===== src/rtl/sic_pkg.sv =====
package sic_pkg;
  localparam int DW     = 32;
  localparam int WIDX_W = 10;

  typedef enum logic [WIDX_W-1:0] {
    W_MASKED = 10'd0,
    W_RAW    = 10'd1,
    W_EN_SET = 10'd2,
    W_EN_CLR = 10'd3,
    W_SW_SET = 10'd4,
    W_SW_CLR = 10'd5,
    W_FW_SET = 10'd8,
    W_FW_CLR = 10'd9
  } word_e;

  // contiguous ones from bit lo to bit hi
  function automatic logic [DW-1:0] span_mask(input int lo, input int hi);
    logic [DW-1:0] m;
    m = '0;
    for (int b = 0; b < DW; b++) m[b] = (b >= lo) && (b <= hi);
    return m;
  endfunction

  function automatic logic [DW-1:0] bits_set(input logic [DW-1:0] cur,
                                             input logic [DW-1:0] val,
                                             input logic [DW-1:0] keep);
    return cur | (val & keep);
  endfunction

  function automatic logic [DW-1:0] bits_clr(input logic [DW-1:0] cur,
                                             input logic [DW-1:0] val);
    return cur & ~val;
  endfunction

  // next value of the upstream lines
  function automatic logic [DW-1:0] route_next(input logic [DW-1:0] lvl,
                                               input logic [DW-1:0] en,
                                               input logic [DW-1:0] fw,
                                               input logic [DW-1:0] win,
                                               input int sum_line);
    logic [DW-1:0] r;
    r = lvl & fw & win;
    r[sum_line] = |(lvl & en);
    return r;
  endfunction
endpackage


===== src/rtl/sic_regs.sv =====
module sic_regs
  import sic_pkg::*;
#(
  parameter int FW_LO = 21,
  parameter int FW_HI = 30
) (
  input  logic              clk,
  input  logic              rst_n,
  input  logic              wr_stb,
  input  logic              rd_stb,
  input  logic [WIDX_W-1:0] widx,
  input  logic [DW-1:0]     wdata,
  input  logic [DW-1:0]     lvl_in,
  output logic [DW-1:0]     rdata,
  output logic [DW-1:0]     en_q,
  output logic [DW-1:0]     fw_q,
  output logic [DW-1:0]     lvl_q,
  output logic [DW-1:0]     en_nxt,
  output logic [DW-1:0]     fw_nxt
);
  localparam logic [DW-1:0] FW_WIN = span_mask(FW_LO, FW_HI);

  logic wr_mapped;
  logic wr_nonzero;
  assign wr_nonzero = |wdata;

  always_comb begin
    en_nxt    = en_q;
    fw_nxt    = fw_q;
    wr_mapped = 1'b0;
    if (wr_stb) begin
      wr_mapped = 1'b1;
      case (widx)
        W_EN_SET: en_nxt = bits_set(en_q, wdata, '1);
        W_EN_CLR: en_nxt = bits_clr(en_q, wdata);
        W_SW_SET: if (wr_nonzero) en_nxt[0] = 1'b1;
        W_SW_CLR: if (wr_nonzero) en_nxt[0] = 1'b0;
        W_FW_SET: fw_nxt = bits_set(fw_q, wdata, FW_WIN);
        W_FW_CLR: fw_nxt = bits_clr(fw_q, wdata);
        default:  wr_mapped = 1'b0;
      endcase
    end
  end

  always_ff @(posedge clk or negedge rst_n) begin
    if (!rst_n) begin
      en_q  <= '0;
      fw_q  <= '0;
      lvl_q <= '0;
    end else begin
      en_q  <= en_nxt;
      fw_q  <= fw_nxt;
      lvl_q <= lvl_in;
    end
  end

  always_comb begin
    rdata = '0;
    if (rd_stb) begin
      case (widx)
        W_MASKED: rdata = lvl_q & en_q;
        W_RAW:    rdata = lvl_q;
        W_EN_SET: rdata = en_q;
        W_SW_SET: rdata = {{(DW-1){1'b0}}, lvl_q[0]};
        W_FW_SET: rdata = fw_q;
        default:  rdata = '0;
      endcase
    end
  end

  AST_EN_SET: assert property (@(posedge clk) disable iff (!rst_n)
    (wr_stb && widx == W_EN_SET) |=> ((en_q & $past(wdata)) == $past(wdata)));
  AST_EN_CLR: assert property (@(posedge clk) disable iff (!rst_n)
    (wr_stb && widx == W_EN_CLR) |=> ((en_q & $past(wdata)) == '0));
  AST_FW_WINDOW: assert property (@(posedge clk) disable iff (!rst_n)
    (fw_q & ~FW_WIN) == '0);
  AST_SW_ZERO: assert property (@(posedge clk) disable iff (!rst_n)
    (wr_stb && !wr_nonzero && (widx == W_SW_SET || widx == W_SW_CLR)) |=> $stable(en_q));
  AST_UNMAPPED_WR: assert property (@(posedge clk) disable iff (!rst_n)
    (wr_stb && !wr_mapped) |=> ($stable(en_q) && $stable(fw_q)));
endmodule


===== src/rtl/sic_route.sv =====
module sic_route
  import sic_pkg::*;
#(
  parameter int FW_LO    = 21,
  parameter int FW_HI    = 30,
  parameter int SUM_LINE = 31
) (
  input  logic          clk,
  input  logic          rst_n,
  input  logic [DW-1:0] lvl_in,
  input  logic [DW-1:0] en_nxt,
  input  logic [DW-1:0] fw_nxt,
  output logic [DW-1:0] up_q
);
  localparam logic [DW-1:0] FW_WIN    = span_mask(FW_LO, FW_HI);
  localparam logic [DW-1:0] LIVE_MASK = FW_WIN | (DW'(1) << SUM_LINE);

  logic [DW-1:0] up_nxt;
  assign up_nxt = route_next(lvl_in, en_nxt, fw_nxt, FW_WIN, SUM_LINE);

  always_ff @(posedge clk or negedge rst_n) begin
    if (!rst_n) up_q <= '0;
    else        up_q <= up_nxt;
  end

  AST_QUIET_LINES: assert property (@(posedge clk) disable iff (!rst_n)
    (up_q & ~LIVE_MASK) == '0);
endmodule


===== src/rtl/irq_sec_ctrl.sv =====
module irq_sec_ctrl
  import sic_pkg::*;
#(
  parameter int N_SRC    = 32,
  parameter int ADDR_W   = 12,
  parameter int FW_LO    = 21,
  parameter int FW_HI    = 30,
  parameter int SUM_LINE = 31
) (
  input  logic              clk,
  input  logic              rst_n,
  input  logic              psel,
  input  logic              penable,
  input  logic              pwrite,
  input  logic [ADDR_W-1:0] paddr,
  input  logic [DW-1:0]     pwdata,
  output logic [DW-1:0]     prdata,
  input  logic [N_SRC-1:0]  irq_src,
  output logic [N_SRC-1:0]  irq_up
);
  localparam logic [DW-1:0] FW_WIN = span_mask(FW_LO, FW_HI);

  logic              wr_stb;
  logic              rd_stb;
  logic [WIDX_W-1:0] widx;
  logic [DW-1:0]     lvl_in;
  logic [DW-1:0]     en_q, fw_q, lvl_q, en_nxt, fw_nxt, up_w;
  logic              unused_byte_lanes;

  assign wr_stb            = psel & penable & pwrite;
  assign rd_stb            = psel & ~pwrite;
  assign widx              = paddr[ADDR_W-1:2];
  assign unused_byte_lanes = ^paddr[1:0];
  assign lvl_in            = DW'(irq_src);

  sic_regs #(.FW_LO(FW_LO), .FW_HI(FW_HI)) u_regs (
    .clk    (clk),
    .rst_n  (rst_n),
    .wr_stb (wr_stb),
    .rd_stb (rd_stb),
    .widx   (widx),
    .wdata  (pwdata),
    .lvl_in (lvl_in),
    .rdata  (prdata),
    .en_q   (en_q),
    .fw_q   (fw_q),
    .lvl_q  (lvl_q),
    .en_nxt (en_nxt),
    .fw_nxt (fw_nxt)
  );

  sic_route #(.FW_LO(FW_LO), .FW_HI(FW_HI), .SUM_LINE(SUM_LINE)) u_route (
    .clk    (clk),
    .rst_n  (rst_n),
    .lvl_in (lvl_in),
    .en_nxt (en_nxt),
    .fw_nxt (fw_nxt),
    .up_q   (up_w)
  );

  assign irq_up = up_w[N_SRC-1:0];

  AST_SUM_TRACK: assert property (@(posedge clk) disable iff (!rst_n)
    up_w[SUM_LINE] == |(lvl_q & en_q));
  AST_FW_FOLLOW: assert property (@(posedge clk) disable iff (!rst_n)
    (up_w & FW_WIN) == (lvl_q & fw_q));
  AST_RESET_QUIET: assert property (@(posedge clk)
    !rst_n |-> (up_w == '0 && en_q == '0 && fw_q == '0));
endmodule


===== config.mk =====
export PLATFORM = sky130hd
export DESIGN_NAME = irq_sec_ctrl
export DESIGN_NICKNAME = d
export VERILOG_FILES = /design/src/rtl/sic_pkg.sv /design/src/rtl/sic_regs.sv /design/src/rtl/sic_route.sv /design/src/rtl/irq_sec_ctrl.sv
export SDC_FILE = /design/constraint.sdc
export NUM_CORES = 1
export LEC_CHECK = 0
export ABC_AREA = 1
export BUFFER_PORTS_ARGS = -buffer_cell sky130_fd_sc_hd__buf_2
export CORE_UTILIZATION = 40
export DETAILED_ROUTE_END_ITERATION = 10
export HOLD_SLACK_MARGIN = 0.05
export PLACE_DENSITY = 0.61
export SLEW_MARGIN = 15
export SYNTH_ARGS = -nofsm -noshare
export SYNTH_HDL_FRONTEND = slang
export SYNTH_SLANG_ARGS = --single-unit

===== constraint.sdc =====
create_clock -name clk -period 1.3 [get_ports clk]
set_input_delay 0.065 -clock clk [delete_from_list [all_inputs] [get_ports clk]]
set_output_delay 0.065 -clock clk [all_outputs]
set_load 0.005 [all_outputs]

==> metrics.md <==
| Metric | Value |
|---|---|
| Skew final | `0.00783 ns` |
| # DRC | `0` |
| Yosys cell types | `25` |
| IO Count | `145` |
| Register area share after synthesis | `0.473` |
| Final setup violating endpoints | `33` |
| Port Buffers | `121` |
| N_diodes | `0` |
| Max FO, Critical Path | `10` |
| Setup CP Type | `input port to primary output` |
| Post-synth EDFFs | `0` |
| CP Data Arrival Time | `1.54 ns` |
| Critical path, cell by cell | `buf_2 > nor2_4 > buf_6 > and3_4 > nand2_2 > buf_4 > nor2_4 > buf_6 > buf_12 > a22oi_1 > nor2_4 > buf_2` |
| Cell Area, Placed | `about 7000 sq um` |
| Sequential cell area | `2680 sq um` |
| Crit path capture type | `primary output` |
| Post-route setup slack | `-0.302 ns` |
| Finished Cell Area | `8130 sq um` |
| DR vias | `approximately 5800` |
| Count of final hold-check violations | `0` |
| Most common cell in the netlist | `nand2_1` |
| Reg clk slew, reported paths | `0.07 ns` |
| Final HPWL DP | `12000 um` |
| Max-slew violation count | `0` |
| CTS Buf Count | `9` |
| CTS sink cnt | `107` |
| Synth area leaders | `dfrtp_1, nand2_1, nand3_1` |
| Syn-to-layout area delta | `43.6%` |
| CP most frequent cell | `nor2_4` |
| P per Cell Area | `between 800 and 900 nW/um^2` |
| Max Buffers Root-to-Sink | `2` |
| Max stage delay on crit path | `0.17 ns` |
| Status | `finished, violations left` |
| Fill count | `1267` |
| CP top delay family | `buffers and inverters` |
| Synth top area share | `0.473` |
| Vias in the first global route | `5585` |
| Unrepaired setup endpoints after global routing | `yes` |
| Critical Path Slowest Stage Cell | `and3_4` |
| CTS tree | `yes` |
| Die W | `~120 um` |
| WL/cell | `15.8 um` |
| FF+latch count, synth | `roughly 110` |
| Synth Area in Compound Gates | `0.0841` |
| Remaining global-route overflow | `0` |
| Req. time, crit path | `1.24 ns` |
| Critical path startpoint | `paddr[11]` |
| GPL Wtd Cong | `between 0.8 and 0.9` |
| Mapped cell area | `5670 sq um` |
| Post-synth top flop | `dfrtp_1` |
| Lkg Pwr | `4.45 nW` |
| Main combinational cell family by area after synthesis | `simple AND/OR/NAND/NOR gates` |
| WP depth | `12` |
| Initial Utilization | `0.410` |
| Fmax | `624 MHz` |
| Final worst-path cycle share | `1.23` |
| Share of cells above drive strength 1 | `0.331` |
| Min-delay worst type | `input port to flip-flop` |
| Startpoint types | `input port` |
| CP Capture Point | `prdata[13]` |
| Row cnt | `43` |
| Initial antenna violation count | `0` |
| Warnings, synthesis | `0` |
| FFs w/ async S/R, synth | `1.00` |
| Core ar. | `between 10000 and 15000 sq um` |
| R2r startpoint | `u_regs.en_q[29]` |
| Multi-input logic area | `2730 sq um` |
| Most frequent cells after synthesis | `nand2_1, dfrtp_1, nor2_1, nand3_1, inv_1` |
| Syn avg cell area | `7.70 sq um` |
| Adder-cell area share of the yosys netlist | `0` |
| WP buf/inv | `6` |
| Die Span Y | `121 um` |
| Drt first pass iters | `5` |
| Root buffer cell | `clkbuf_16` |
| Die ar. | `14600 sq um` |
| ANT nets after route | `0` |
| DR iter-0 viols | `about 320` |
| FF-to-FF path depth | `8` |
| Reg2reg setup slack | `0.08 ns` |
| First-pass GRT wire length | `28800 um` |
| Layout Utilization | `0.588` |
| Largest net degree at the start of global routing | `84` |
| GR Util All Layers | `0.257` |
| Fin nets | `approximately 1000` |
| Vias per cell | `5.08` |
| VDD IR max | `0.000802 V` |
| Maximum capacitance violations | `0` |
| Crit path time final | `1.60 ns` |
| Failing checks | `negative setup slack` |
| Post-synthesis xor/xnor area fraction | `0` |
| H-tree Lvls | `3` |
| Mux share of post-synthesis cell area | `0` |
| Simple logic cell fraction of the synthesized area | `0.334` |
| Cells after Synth | `736` |
| WL final | `about 18000 um` |
| RR Endpoint | `u_route.up_q[31]` |
| Synth area leader | `dfrtp_1` |
| Worst skew pair latency | `around 0.36 ns` |
## power by group
part           switching [mW]  internal, mW  leakage, nW
combinational           0.414         0.322         2.89
clock                    1.27          1.61        0.146
sequential             0.0199          3.39         1.41
total                    1.70          5.31         4.45
## cell usage in the layout, fill, tap and decap left out, drive strengths merged
cell           n
buf          212
nand2        190
dfrtp        107
nor2          89
nand3         80
inv           64
nand4         35
dlygate4sd3   34
or2           30
a22oi         30
o21ai         25
conb          21
clkbuf        14
a21boi        12
nand3b         2
o2111ai        2
a211oi         1
and3           1
a21oi          1
a31oi          1
clkinv         1
bufinv         1
clkinvlp       1
## per-layer routing
metal / vias to the layer above / track usage / wire length, um / part of all wire
met5: - / 0 / 0 / 0
met4: 0 / 0.0841 / 227 / 0.013
met3: 21 / 0.0404 / 1000 / 0.056
met2: 208 / 0.439 / 9080 / 0.51
met1: 2762 / 0.333 / 7620 / 0.42
li1: 2768 / - / - / -
## timing repair
item	in CTS	in global routing
buffers inserted	10	1
setup endpoints to repair	33	69
hold endpoints to repair	151	0
cloned	4	1
hold buffers	34	0
pin swaps	11	10
gates resized for setup	59	65
## cell type report
class                   count  area share
multi-input cells         520       0.335
flip-flops and latches    107       0.329
repair buffers            247       0.240
clock buffers              13      0.0320
inverters                  64      0.0298
well taps                 180      0.0277
clock inverters             3     0.00569
## worst min-delay path by stage
stage                           from              end  slack [ns]  cells past startpoint
after CTS                 pwdata[31]  u_regs.fw_q[31]        0.05                      4
final                     pwdata[31]  u_regs.fw_q[31]        0.04                      4
after floorplan                rst_n        async pin       -0.23                      0
after global placement         rst_n        async pin        0.10                      2
after detailed placement       rst_n        async pin        0.11                      2
after global routing       pwdata[6]        flip-flop        0.06                      4
## kinds of logic (layout without fill, tap and decap cells)
family,Yosys count,count (layout)
buffers and inverters,129,327
other,1,21
AOI/OAI and AO/OA,72,72
and+or+nand+nor,427,427
DFF,107,107
## per-stage QoR
stage	TNS (ns)	hold slack, ns	cells	total power [mW]	setup slack [ns]
floorplan	0	-0.231	756	3.74	0.0345
global placement	-18.38	0.104	1069	4.09	-0.389
detailed placement	-18.62	0.106	1069	4.09	-0.410
CTS	-8.57	0.0536	1132	7.04	-0.286
global route	-12.16	0.0634	1134	7.25	-0.386
finish	-9.18	0.0396	1134	7.02	-0.302
## worst reg2reg max path: stages (launching register included)
cell and delay, ns:
dfrtp_1 0.37, nand2_1 0.06, nand2_1 0.06, nand2_1 0.07, nand2_1 0.06, nor2_1 0.23
nand2_1 0.08, nor2_1 0.09, nand3_1 0.07
Power figures use the tool's default switching activity.
